**src/rtl/txarb_pkg.sv**
```systemverilog
package txarb_pkg;
  localparam int NUM_SRC = 8;
  localparam int IDX_W   = $clog2(NUM_SRC);

  // rank positions used by pairing logic
  localparam int ACK_URG = 1;
  localparam int UPD_URG = 2;
  localparam int UPD_REL = 6;
  localparam int ACK_REL = 7;

  typedef logic [NUM_SRC-1:0] srcVec_t;

  typedef struct packed {
    logic load;   // take the picked winner into the grant register
    logic clear;  // drop the grant after end of packet
  } arbStrobe_t;

  typedef enum logic {ST_IDLE, ST_BUSY} arbState_t;

  // relaxed-line mask raised by a finishing urgent grant
  function automatic srcVec_t relaxedPartner(input srcVec_t g);
    srcVec_t m;
    m = '0;
    m[ACK_REL] = g[ACK_URG];
    m[UPD_REL] = g[UPD_URG];
    return m;
  endfunction
endpackage

```
**src/rtl/txarb_ctrl.sv**
```systemverilog
module txarb_ctrl
  import txarb_pkg::*;
(
  input  logic       clk,
  input  logic       rst_n,
  input  logic       anyCand,
  input  logic       eop,
  output arbStrobe_t strobe
);
  arbState_t state, stateNext;

  always_comb begin
    stateNext    = state;
    strobe.load  = 1'b0;
    strobe.clear = 1'b0;
    unique case (state)
      ST_IDLE: if (anyCand) begin
        strobe.load = 1'b1;
        stateNext   = ST_BUSY;
      end
      ST_BUSY: if (eop) begin
        strobe.clear = 1'b1;
        stateNext    = ST_IDLE;
      end
      default: stateNext = ST_IDLE;
    endcase
  end

  always_ff @(posedge clk) begin
    if (!rst_n) state <= ST_IDLE;
    else        state <= stateNext;
  end
endmodule

```
**src/rtl/txarb_datapath.sv**
```systemverilog
module txarb_datapath
  import txarb_pkg::*;
(
  input  logic       clk,
  input  logic       rst_n,
  input  srcVec_t    req,
  input  arbStrobe_t strobe,
  output logic       anyCand,
  output srcVec_t    grant
);
  srcVec_t skipMask;
  srcVec_t cand;
  srcVec_t pick;
  logic [NUM_SRC:0] seen;

  assign cand    = req & ~skipMask;
  assign anyCand = |cand;

  // fixed-priority pick: lowest index wins
  assign seen[0] = 1'b0;
  for (genvar i = 0; i < NUM_SRC; i++) begin : g_pick
    assign pick[i]   = cand[i] & ~seen[i];
    assign seen[i+1] = seen[i] | cand[i];
  end

  always_ff @(posedge clk) begin
    if (!rst_n) begin
      grant    <= '0;
      skipMask <= '0;
    end else begin
      if (strobe.clear)     grant <= '0;
      else if (strobe.load) grant <= pick;
      // mask lives only for the decision right after a clear
      skipMask <= strobe.clear ? relaxedPartner(grant) : '0;
    end
  end
endmodule

```
**src/rtl/txPrioArb.sv**
```systemverilog
module txPrioArb
  import txarb_pkg::*;
(
  input  logic               clk,
  input  logic               rst_n,
  input  logic [NUM_SRC-1:0] req,
  input  logic               eop,
  output logic [NUM_SRC-1:0] grant
);
  arbStrobe_t strobe;
  logic       anyCand;

  txarb_ctrl ctrl_i (
    .clk(clk), .rst_n(rst_n), .anyCand(anyCand), .eop(eop), .strobe(strobe)
  );

  txarb_datapath dp_i (
    .clk(clk), .rst_n(rst_n), .req(req), .strobe(strobe),
    .anyCand(anyCand), .grant(grant)
  );
endmodule

```
**config.mk**
```make
export PLATFORM = sky130hd
export DESIGN_NAME = txPrioArb
export DESIGN_NICKNAME = d
export VERILOG_FILES = /design/src/rtl/txarb_pkg.sv /design/src/rtl/txarb_ctrl.sv /design/src/rtl/txarb_datapath.sv /design/src/rtl/txPrioArb.sv
export SDC_FILE = /design/constraint.sdc
export NUM_CORES = 1
export LEC_CHECK = 0
export BUFFER_PORTS_ARGS = -buffer_cell sky130_fd_sc_hd__buf_2
export CORE_AREA = 10 10 47 49
export DETAILED_ROUTE_END_ITERATION = 10
export DIE_AREA = 0 0 57 59
export GPL_TIMING_DRIVEN = 1
export SLEW_MARGIN = 20
export SYNTH_ARGS = -nofsm -noshare
export SYNTH_HDL_FRONTEND = slang
export SYNTH_HIERARCHICAL = 1
export SYNTH_SLANG_ARGS = --single-unit
```
**constraint.sdc**
```tcl
create_clock -name clk -period 2.85 [get_ports clk]
set_input_delay 0.1425 -clock clk [delete_from_list [all_inputs] [get_ports clk]]
set_output_delay 0.1425 -clock clk [all_outputs]
set_load 0.01 [all_outputs]
```
==> results.toml <==
[power]
ir_drop_mv = 0.216
switchingPower_mw = 0.0721
report.power.total_mw = 0.298
p_sw_frac = 0.242
internal_power_mw = 0.226
p_comb_frac = 0.121
powerDensity_nw_per_um2 = 504
pwr-share-clk = 0.344
leakagePower_nw = 0.257
power.share.sequential = 0.535

[global_routing]
antenna_found_initial = 0
grt_max_degree = 11
grt_pass1_vias = 398
grt_pass1_wl_mm = 1.64
grt.total_usage = 0.0610
overflow = 0

[placement]
place.detailed.hpwl_um = 852
place_congestion = 0.725
placed_cell_area_um2 = 566
dpl_worst_slack_ns = 0.973
dp.cells = 82
port_buffers = 18

[run]
max_cap_violations = 0

[die]
num_rows = 14
core_um2 = 1400
die_area_um2 = 3360
die_h_um = 59
die_w_um = 57
num_io_pins = 19
start_util = 0.331

[route]
postRouteAntennaNets = 0
via_per_inst = 4.72
totalWireLength_mm = 1.07
drt-initial-drc-count = 8
wl_per_cell_um = 12.4
routed-via-count = 406
drtPass1Iterations = 4
drc_errors = 0

[timing]
min_period_ns = 1.92
finClkSkew_ns = 0.00324
max_freq_ghz = 0.522
tns_ns = 0
hold_viol = 0
holdWs_ns = 0.154
max-slew-margin-rel = 0.640
final-setup-viol-count = 0
rsz0062_at_grt = "no"
fin_crit_sh = 0.673
worst_slack_ns = 0.933
slew_viol_final = 0
tightest_slew_ns = 0.539

[clocking]
cts_buffers = 3
cts_resized = 0
clock_latency_ns = 0.26
clock_sinks = 11
clk_path_buf_depth = 2
cts-root-buf = "clkbuf_4"
post_cts_buffers = 0
cts_hold_buf = 0
cts_max_level = 1
clk_pin_slew_worst_paths_ns = 0.07
cts_tree = "built"

[status]
outcome = "finished clean"

[yosys]
synthCells = 50
avgSynthCellArea_um2 = 9.28
ys_types = 21
yosys.cell_count.top_type = "dfxtp_1"
synth.top_cell.area_share = 0.474
yosys.area.top_type = "dfxtp_1"
synth_common_cells = "11 x dfxtp_1, 5 x a21oi_1, 5 x nand2_1"
synthTopCellsByArea = "dfxtp_1 47%, a21oi_1 5.4%, nand3b_1 4.9%"
ys_seq_area_frac = 0.474
synth_seq_cells = 11
synthArstFlopShare = 0
synth_edf_count = 0
ys_warn_count = 6
syn_nets = 61
syn_area_um2 = 464
synth_flop_cell = "dfxtp_1"

[critical_path]
critPathArrivalTime_ns = 2.08
crit_type = "flop to flop"
cp-start-kind = "flop"
cp_top_family = "simple AND/OR/NAND/NOR gates"
r2r_start = "dp_i/skipMask[6]"
critPathMaxStageDelay_ns = 0.46
cp_slowest_cell = "nor2b_1"
critPathMaxFanout = 9
r2r_setup_slack_ns = 0.93
path_cells = "nand2b_1 -> nand4_1 -> nor2b_1 -> clkinv_1 -> o41ai_1"
r2r-end = "dp_i/grant[6]"
cp.required_ns = 3.01
worst-path-stages = 5
rr_worst_depth = 5
critPathLaunch = "dp_i/skipMask[6]"
path_buf_inv = 1
endpoint_kind = "flop"
crit_end = "dp_i/grant[6]"

[layout]
drive_gt1_frac = 0.329
area_growth_pct = 27.5
diodes = 0
fin_util = 0.422
finalNetCount = 82
fillCellCount = 150
fin_area_um2 = 592
layout.cells.non_filler = 86

[min_path]
worst_hold_path_type = "input pin to flop"
[metal layers]
metal | wire length [µm] | up-vias | part of all wire | track usage
met4 | 13 | 0 | 0.012 | 0.0403
li1 | - | 223 | - | -
met1 | 516 | 169 | 0.48 | 0.0667
met5 | 0 | - | 0 | 0
met2 | 478 | 12 | 0.45 | 0.0930
met3 | 61 | 2 | 0.057 | 0.0279
[power groups by stage]
| stage | combinational (mW) | sequential (mW) | clock (mW) |
|---|---|---|---|
| after detailed placement | 0.0360 | 0.163 | 0 |
| after floorplan | 0.0189 | 0.164 | 0 |
| after global routing | 0.0389 | 0.160 | 0.116 |
| after global placement | 0.0357 | 0.163 | 0 |
| final | 0.0361 | 0.159 | 0.103 |
| after CTS | 0.0361 | 0.159 | 0.109 |
[registers in the layout, summed over array words and instances, names as in the netlist]
signal         flops
dp_i/grant         8
ctrl_i/state       1
dp_i/skipMask      2
[cell families after synthesis]
| logic type | synth area share |
|---|---|
| buffers and inverters | 0.0269 |
| AO/OA/AOI/OAI | 0.108 |
| AND/OR/NAND/NOR | 0.369 |
| flip-flops | 0.474 |
| multiplexers | 0.0216 |
[worst min path at each step]
stage               startpoint      endpoint  slack, ns  depth (start not counted)
global route             rst_n  ctrl_i/state       0.15                          2
finish                   rst_n  ctrl_i/state       0.15                          2
floorplan                rst_n  ctrl_i/state       0.26                          1
global placement         rst_n  ctrl_i/state       0.41                          2
detailed placement       rst_n  ctrl_i/state       0.41                          2
CTS                      rst_n  ctrl_i/state       0.14                          2
[cell type report]
class,count,area (µm²),area share
Sequential cell,11,220,0.372
Tap cell,16,20.0,0.0338
Inverter,1,3.75,0.00634
Timing Repair Buffer,18,90.1,0.152
Multi-Input combinational cell,36,231,0.391
Clock buffer,4,26.3,0.0444
[worst register-to-register path: cells and delay by family, from the launching register on]
family / cells / cell delay [ns]
buffers and inverters: 1 / 0.39
DFF: 1 / 0.29
AOI/OAI and AO/OA: 1 / 0.41
and+or+nand+nor: 3 / 0.72
[cells in the final DEF, fill, tap and decap left out]
cell	instances
a21oi_1	5
nand2_1	5
nand4_1	1
o21a_1	1
and4bb_2	1
nand3_1	3
buf_2	18
mux2i_1	1
nand3b_1	3
clkbuf_1	1
nor2_1	3
and3_1	2
clkbuf_4	3
nand4b_1	1
dfxtp_1	11
nor4_4	1
o41ai_1	2
and2_1	1
clkinv_1	1
nor3_1	1
nand2b_1	3
nor2b_1	2
Note: power is estimated with default switching activity, not from simulation.
